===== src/rtl/burst_seq_pkg.sv =====
package burst_seq_pkg;
  localparam int BEAT_W = 2;
  typedef logic [BEAT_W-1:0] beat_t;
  typedef enum logic {
    ORD_XOR = 1'b0,
    ORD_INC = 1'b1
  } burst_order_e;
endpackage


===== src/rtl/burst_beat_ctr.sv =====
module burst_beat_ctr
  import burst_seq_pkg::*;
#(
  parameter int ADDR_W = 20,
  localparam int HI_W = ADDR_W - BEAT_W
) (
  input  logic              clk,
  input  logic              rst,
  input  logic              load,
  input  logic              adv,
  input  logic [ADDR_W-1:0] addr_in,
  output logic [HI_W-1:0]   hi_q,
  output beat_t             start_q,
  output beat_t             beat_q
);
  always_ff @(posedge clk) begin
    if (rst) begin
      hi_q    <= '0;
      start_q <= '0;
      beat_q  <= '0;
    end else if (load) begin
      hi_q    <= addr_in[ADDR_W-1:BEAT_W];
      start_q <= addr_in[BEAT_W-1:0];
      beat_q  <= '0;
    end else if (adv) begin
      beat_q  <= beat_q + beat_t'(1);
    end
  end
endmodule


===== src/rtl/burst_offset_map.sv =====
module burst_offset_map
  import burst_seq_pkg::*;
(
  input  logic  order_lin,
  input  beat_t start,
  input  beat_t beat,
  output beat_t offset
);
  burst_order_e ord;
  assign ord = burst_order_e'(order_lin);

  always_comb begin
    unique case (ord)
      ORD_INC: offset = start + beat;
      default: offset = start ^ beat;
    endcase
  end
endmodule


===== src/rtl/wr_lane_dec.sv =====
module wr_lane_dec #(
  parameter int LANES = 4
) (
  input  logic             clk,
  input  logic             rst,
  input  logic             glob_wr,
  input  logic             byte_wr_en,
  input  logic [LANES-1:0] byte_sel,
  output logic [LANES-1:0] lane_we
);
  for (genvar g = 0; g < LANES; g++) begin : g_lane
    always_ff @(posedge clk) begin
      if (rst) lane_we[g] <= 1'b0;
      else     lane_we[g] <= glob_wr | (byte_wr_en & byte_sel[g]);
    end
  end
endmodule


===== src/rtl/burst_addr_seq.sv =====
module burst_addr_seq
  import burst_seq_pkg::*;
#(
  parameter int ADDR_W = 20,
  parameter int LANES  = 4
) (
  input  logic              clk,
  input  logic              rst,
  input  logic              strobe_a,
  input  logic              strobe_b,
  input  logic              adv,
  input  logic              order_lin,
  input  logic [ADDR_W-1:0] addr_in,
  input  logic              glob_wr,
  input  logic              byte_wr_en,
  input  logic [LANES-1:0]  byte_sel,
  output logic [ADDR_W-1:0] addr_out,
  output logic [LANES-1:0]  lane_we
);
  localparam int HI_W = ADDR_W - BEAT_W;

  logic [HI_W-1:0] hi_q;
  beat_t           start_q;
  beat_t           beat_q;
  beat_t           offset;
  logic            load;

  assign load = strobe_a | strobe_b;

  burst_beat_ctr #(.ADDR_W(ADDR_W)) ctr_i (
    .clk(clk), .rst(rst), .load(load), .adv(adv), .addr_in(addr_in),
    .hi_q(hi_q), .start_q(start_q), .beat_q(beat_q)
  );

  burst_offset_map map_i (
    .order_lin(order_lin), .start(start_q), .beat(beat_q), .offset(offset)
  );

  wr_lane_dec #(.LANES(LANES)) lane_i (
    .clk(clk), .rst(rst), .glob_wr(glob_wr), .byte_wr_en(byte_wr_en),
    .byte_sel(byte_sel), .lane_we(lane_we)
  );

  assign addr_out = {hi_q, offset};
endmodule


===== config.mk =====
export PLATFORM = sky130hd
export DESIGN_NAME = burst_addr_seq
export DESIGN_NICKNAME = d
export VERILOG_FILES = /design/src/rtl/burst_seq_pkg.sv /design/src/rtl/burst_beat_ctr.sv /design/src/rtl/burst_offset_map.sv /design/src/rtl/wr_lane_dec.sv /design/src/rtl/burst_addr_seq.sv
export SDC_FILE = /design/constraint.sdc
export NUM_CORES = 1
export LEC_CHECK = 0
export ABC_AREA = 0
export CORE_UTILIZATION = 34
export DETAILED_ROUTE_END_ITERATION = 8
export PLACE_DENSITY = 0.73
export SLEW_MARGIN = 30
export SYNTH_ARGS = -nofsm -noshare
export SYNTH_HDL_FRONTEND = slang
export SYNTH_SLANG_ARGS = --single-unit

===== constraint.sdc =====
create_clock -name clk -period 0.9 [get_ports clk]
set_input_delay 0.135 -clock clk [delete_from_list [all_inputs] [get_ports clk]]
set_output_delay 0.135 -clock clk [all_outputs]
set_load 0.01 [all_outputs]

==> results of run 1 <==
==> power by group through the flow <==
stage               registers, W  clock network [W]  logic, W
finish                   0.00127           0.000460  0.000540
global route             0.00128           0.000525  0.000584
CTS                      0.00127           0.000484  0.000510
detailed placement       0.00127                  0  0.000500
global placement         0.00127                  0  0.000488
floorplan                0.00130                  0  0.000152
==> timing repair <==
action,CTS,global route
endpoints found under the setup margin,46,44
gates resized for setup,148,19
pin swaps,2,3
==> metal layers <==
metal,up-vias,track usage [%]
met1,484,20.1
li1,518,-
met2,28,31.6
met3,2,3.79
met5,-,0
met4,0,7.32
==> area by class of cell <==
cell class | count | area [µm²] | share of cell area, %
Multi-Input combinational cell | 78 | 593 | 32.4
Clock buffer | 3 | 22.5 | 1.23
Tap cell | 31 | 38.8 | 2.12
Sequential cell | 26 | 554 | 30.3
Timing Repair Buffer | 63 | 621 | 33.9
==> worst min-delay path, delay by kind of cell <==
family,cells,cell delay (ns)
compound gates,1,0.05
buf+inv,1,0.27
simple gates,1,0.16
==> per-stage QoR <==
| step | cell area, µm² | utilization (%) |
|---|---|---|
| floorplan | 1060 | - |
| global placement | 1670 | 58.4 |
| detailed placement | 1670 | 58.4 |
| CTS | 1760 | 61.6 |
| global route | 1830 | 64.1 |
| finish | 1830 | 64.1 |
==> layout by cell type (no fill, tap or decap), drive strengths merged, types with 2 or more instances in the layout <==
master         count
buf               32
clkdlybuf4s50     29
dfxtp             26
a21oi             25
o21ai             20
or3b              20
nor2               5
clkbuf             3
dlygate4sd2        2
xnor2              2
==> path summary, 6_finish.rpt <==
path / startpoint / endpoint / slack [ns]
setup / recovery: ctr_i.start_q[0] / addr_out[1] / -0.38
hold / removal: strobe_b / ctr_i.hi_q[6] / 0.34
setup reg to reg: ctr_i.start_q[1] / ctr_i.start_q[1] / -0.05
hold reg to reg: ctr_i.hi_q[8] / ctr_i.hi_q[8] / 0.57
==> sequential cells by signal (all words and copies together), names as in the netlist <==
name,cells
ctr_i.hi_q,18
lane_i.lane_we,4
ctr_i.beat_q,2
ctr_i.start_q,2
==> cells by family after synthesis <==
kind of cell,count (synthesis),share of synthesized area [%]
and+or+nand+nor,28,20.1
buffers and inverters,11,4.40
AOI/OAI and AO/OA,46,22.4
adders and majority gates,1,1.19
xor gates and xnor gates,3,2.50
DFF,26,49.5
==> summary.txt, run 1 <==
STA
  • Setup TNS: -0.813 ns
  • Final hold slack: between 0.3 and 0.4 ns
  • Worst Skew: 0.0000882 ns
  • Slew Limit Fails: 0
  • Slew HR: 77.5%
  • Post-route setup slack: -0.381 ns
  • Ratio of final minimum period to clock period: 142%
  • Fin. Hold Viols: 0
  • Worst-margin pin slew: 0.334 ns
  • Tmin final: ~1.3 ns
  • Fmax: 781 MHz
  • RSZ-0062 raised after global routing: yes
  • Setup Viol. Count Final: 10

Synth
  • Yosys warning count: 0
  • Flop and latch count out of synthesis: 26
  • Synth async-reset ratio: 0%
  • Ys flop type: dfxtp_1
  • EDFF count, synth: 0
  • Top cell type's share of synthesized area: approximately half
  • Area leader, netlist: dfxtp_1
  • Area contributors post-synth: dfxtp_1 49%, or3b_1 16%, a21oi_1 12%
  • Syn Nets: roughly 150
  • Synth Cell Area: approximately 0.0011 mm²
  • Top cells by count, synth: 26 x dfxtp_1, 25 x a21oi_1, 20 x o21ai_0
  • Top-count cell post-synth: dfxtp_1
  • Average size of a mapped cell: 9.15 µm²
  • Seq/Total Area, Yosys: between 40% and 50%
  • Cell variety after synth: 16
  • Post-Synthesis Cells: between 100 and 150

Detailed routing
  • TritonRoute pass-1 iters: 6
  • Final WL: 2.90 mm
  • WL met2: between 1.5 and 2 mm
  • Routed Antenna Nets: 0
  • Starting DRT DRC Count: 57
  • Drc violations: 2
  • Via-per-instance ratio: roughly 5
  • DR WL met3: between 150 and 200 µm
  • Vias: 1032
  • WL/cell: roughly 14 µm
  • Metal-1 WL: approximately 1.1 mm
  • Top Layer Used: met4

Clocking
  • CTS tree: built
  • Longest Clk Path Bufs: 2
  • # H-tree levels: 1
  • Clock root cell: clkbuf_4
  • TritonCTS Buffers: 3
  • Later-pin clock latency in the skew report: 0.30 ns
  • TritonCTS Sinks: 26
  • Reg clk slew, reported paths: between 0.1 and 0.15 ns
  • Postcts setup bufs: 0
  • Hold-fix buffers, CTS: 0

Setup path
  • Critical Path, Cell by Cell: ha_4, nand2_4, xnor2_2, buf_2
  • Critical Path AT: about 1.2 ns
  • Data required time of the worst path: roughly 0.76 ns
  • Slowest cell delay on critical path: between 0.3 and 0.4 ns
  • CP Buf/Inv Count: 1
  • Worst-case reg-to-reg path depth: 2
  • Crit. End Element: primary output
  • CP max stage cell: dfxtp_2
  • Kind of cell adding the most delay to the critical path: flip-flops
  • Kind of critical path: reg -> out
  • CP Max Fanout: 2
  • Startpoint Class: register
  • Crit path depth: 4

Pwr
  • Clk pwr share: around a fifth
  • Sequential Power Share: between 50% and 60%
  • Power density over the cells: 1240 mW/mm²
  • Leakage power: a little under 0.7 nW
  • Max VDD drop: 0.828 mV
  • Comb pwr share: 23.8%
  • Int Power: approximately 0.0017 W
  • Sw frac: between 20% and 30%
  • Net Sw Power: between 0.0005 and 0.0006 W
  • Pwr Total: roughly 0.0023 W

Floorplanning
  • Die Y: a little under 60 µm
  • Placeable Area: about 0.0029 mm²
  • Row Count: 19
  • Starting density of the core: a little under two fifths
  • Die X: about 58 µm
  • Die area: between 0.003 and 0.004 mm²
  • Top Ports: 56

Cells and area
  • Post-route insts no fill: 201
  • Share of layout cells above drive strength 1: roughly 48%
  • Area Growth Syn to Fin: 73.8%
  • ANT cells: 0
  • Final nets: between 200 and 250
  • Fillers: between 200 and 250

Hold path
  • Hold path cells: 3
  • Worst Hold Class: in -> reg

Placement
  • GP Congestion: 0.719
  • Dpl ws: -0.563 ns
  • Port bufs: 55
  • Placed cells: between 150 and 200
  • Detailed placement HPWL: between 1.5 and 2 mm

GRT
  • Vias in the first global route: 1041
  • Grt ovf: 0
  • Global router's overall resource usage: between 15 and 20%
  • Global-route wire length before repair: 4.46 mm
  • Largest net degree at the start of global routing: 25
  • Initial antenna violation count: 0

Job
  • Max-cap violations: 0

Outcome
  • Status: complete, but fails checks
  • Failing checks: DRC, setup timing
No activity file was read; power rests on OpenSTA's default activity.
==> run 2: changes to the inputs <==
CORE_UTILIZATION = 35   (was 34)
CTS_CLUSTER_SIZE = 25   (was not set)
PLACE_DENSITY = 0.72   (was 0.73)
clock period = 1.4 ns   (was 0.9 ns; I/O delays follow)
==> run 2 against run 1 <==
Against the previous run:
- routed wire length shrank 11%
- worst setup slack gained 0.42 ns
- clock skew grew 0.0056 ns
- count of clock-buffer cells in the layout is the same
- die area shrank 2.8%
- critical path depth is the same
- critical path type unchanged
- non-clock buffer count shrank 2
- largest cell class unchanged
- the run ends with DRC left
- flip-flop and latch count is the same
- largest power group unchanged
==> summary.txt, run 2 (synthesis results as in run 1) <==
Outcome
  • Status: complete, but fails checks
  • Failing checks: DRC

GRT
  • Largest net degree at the start of global routing: 25
  • Initial antenna violation count: 0
  • Global-route wire length before repair: roughly 4.2 mm
  • Global router's overall resource usage: about 17%
  • Vias in the first global route: ~980
  • Grt ovf: 0

Detailed routing
  • WL/cell: around 13 µm
  • TritonRoute pass-1 iters: 6
  • Via-per-instance ratio: ~5.0
  • Final WL: approximately 2.6 mm
  • Drc violations: 5
  • Starting DRT DRC Count: 35
  • Vias: 1008
  • Routed Antenna Nets: 0

Placement
  • Detailed placement HPWL: around 1.8 mm
  • Placed cells: 196
  • Dpl ws: -0.221 ns
  • Placed cell area: approximately 0.0016 mm²
  • Port bufs: 55
  • GP Congestion: ~0.67

Floorplanning
  • Starting density of the core: between 30% and 40%
  • Die area: 0.00323 mm²
  • Die X: roughly 57 µm
  • Row Count: 19
  • Top Ports: 56
  • Die Y: 56.8 µm
  • Placeable Area: 0.00281 mm²

Setup path
  • Critical Path AT: between 1 and 1.5 ns
  • Data required time of the worst path: between 1 and 1.5 ns
  • Critical Path, Cell by Cell: ha_4, nand2_4, xnor2_2, buf_2
  • Crit. End Element: primary output
  • CP max stage cell: dfxtp_2
  • Startpoint Class: register
  • CP Max Fanout: 2
  • Slowest cell delay on critical path: 0.38 ns
  • Kind of critical path: reg -> out

STA
  • Worst-margin pin slew: between 0.2 and 0.3 ns
  • Fin. Hold Viols: 0
  • RSZ-0062 raised after global routing: yes
  • Slew HR: ~83%
  • Fmax: about 730 MHz
  • Worst Skew: approximately 0.0057 ns
  • Slew Limit Fails: 0
  • Setup Viol. Count Final: 0
  • Setup TNS: 0 ns
  • Post-route setup slack: ~0.036 ns
  • Ratio of final minimum period to clock period: between 90 and 100%
  • Tmin final: about 1.4 ns

Job
  • Max-cap violations: 0

Clocking
  • TritonCTS Buffers: 3
  • Hold-fix buffers, CTS: 0
  • # H-tree levels: 1
  • TritonCTS Sinks: 26
  • Reg clk slew, reported paths: 0.14 ns
  • Later-pin clock latency in the skew report: roughly 0.32 ns
  • Longest Clk Path Bufs: 2
  • Clock root cell: clkbuf_4
  • CTS tree: built
  • Postcts setup bufs: 0

Pwr
  • Max VDD drop: about 0.76 mV
  • Pwr Total: around 0.0016 W
  • Leakage power: about 0.7 nW
  • Power density over the cells: around 940 mW/mm²

Hold path
  • Worst Hold Class: in -> reg

Cells and area
  • Largest register by flop count: ctr_i.hi_q
  • Leading cell type in the layout, fill and taps excluded: clkdlybuf4s50_1
  • ANT cells: 0
  • Biggest regs: ctr_i.hi_q x18, lane_i.lane_we x4
  • Post-route insts no fill: 200
  • Area Growth Syn to Fin: 61.1%
  • Most frequent cells in the layout: 31 x clkdlybuf4s50_1, 25 x a21oi_1, 22 x dfxtp_1, 22 x dlygate4sd2_1, 20 x o21ai_0
  • Post-route design area: 0.00170 mm²
  • Max reg flops: 18
  • Share of layout cells above drive strength 1: between 10% and 20%
  • Final nets: ~200
## run 2: per-stage QoR
| stage | utilization [%] | hold slack [ns] |
|---|---|---|
| floorplan | - | 0.327 |
| global placement | 58.5 | 0.537 |
| detailed placement | 58.5 | 0.542 |
| CTS | 59.3 | 0.428 |
| global route | 60.4 | 0.429 |
| finish | 60.4 | 0.439 |
## run 2: worst max-delay path: cells and delay by family (launching register included)
| family | cells | cell delay, ns |
|---|---|---|
| xor+xnor | 1 | 0.13 |
| fa+ha+maj | 1 | 0.14 |
| buf+inv | 1 | 0.14 |
| flops | 1 | 0.38 |
| simple gates | 1 | 0.05 |
## run 2: report_power, final
group	internal, W	switching (W)
registers	0.000785	0.0000193
logic	0.000167	0.000118
clock network	0.000289	0.000220
total	0.00124	0.000358
## run 2: cell type report
| class | instances | area (µm²) |
|---|---|---|
| clock inverters | 1 | 30.0 |
| clock buffers | 3 | 22.5 |
| fillers | 270 | 1110 |
| well taps | 31 | 38.8 |
| repair buffers | 61 | 558 |
| flip-flops and latches | 26 | 526 |
| multi-input cells | 78 | 520 |
## run 2: worst paths after layout
check | from | end | slack [ns] | cells after the start
worst max-delay path | ctr_i.start_q[0] | addr_out[1] | 0.04 | 4
worst min-delay path | addr_in[2] | ctr_i.hi_q[0] | 0.44 | 3
worst max register to register | ctr_i.hi_q[6] | ctr_i.hi_q[6] | 0.42 | 2
worst min register to register | ctr_i.hi_q[8] | ctr_i.hi_q[8] | 0.56 | 2
## run 2: repair_timing
action	in CTS	in global routing
endpoints found under the setup margin	24	2
pin swaps	0	4
gates resized for setup	30	9
gates cloned	0	0
## run 2: per-layer routing
metal,GRT usage [%],vias up,wire (µm)
li1,-,516,-
met4,6.27,0,17
met5,0,-,0
met3,6.91,2,289
met2,29.3,44,1250
met1,18.3,446,1030
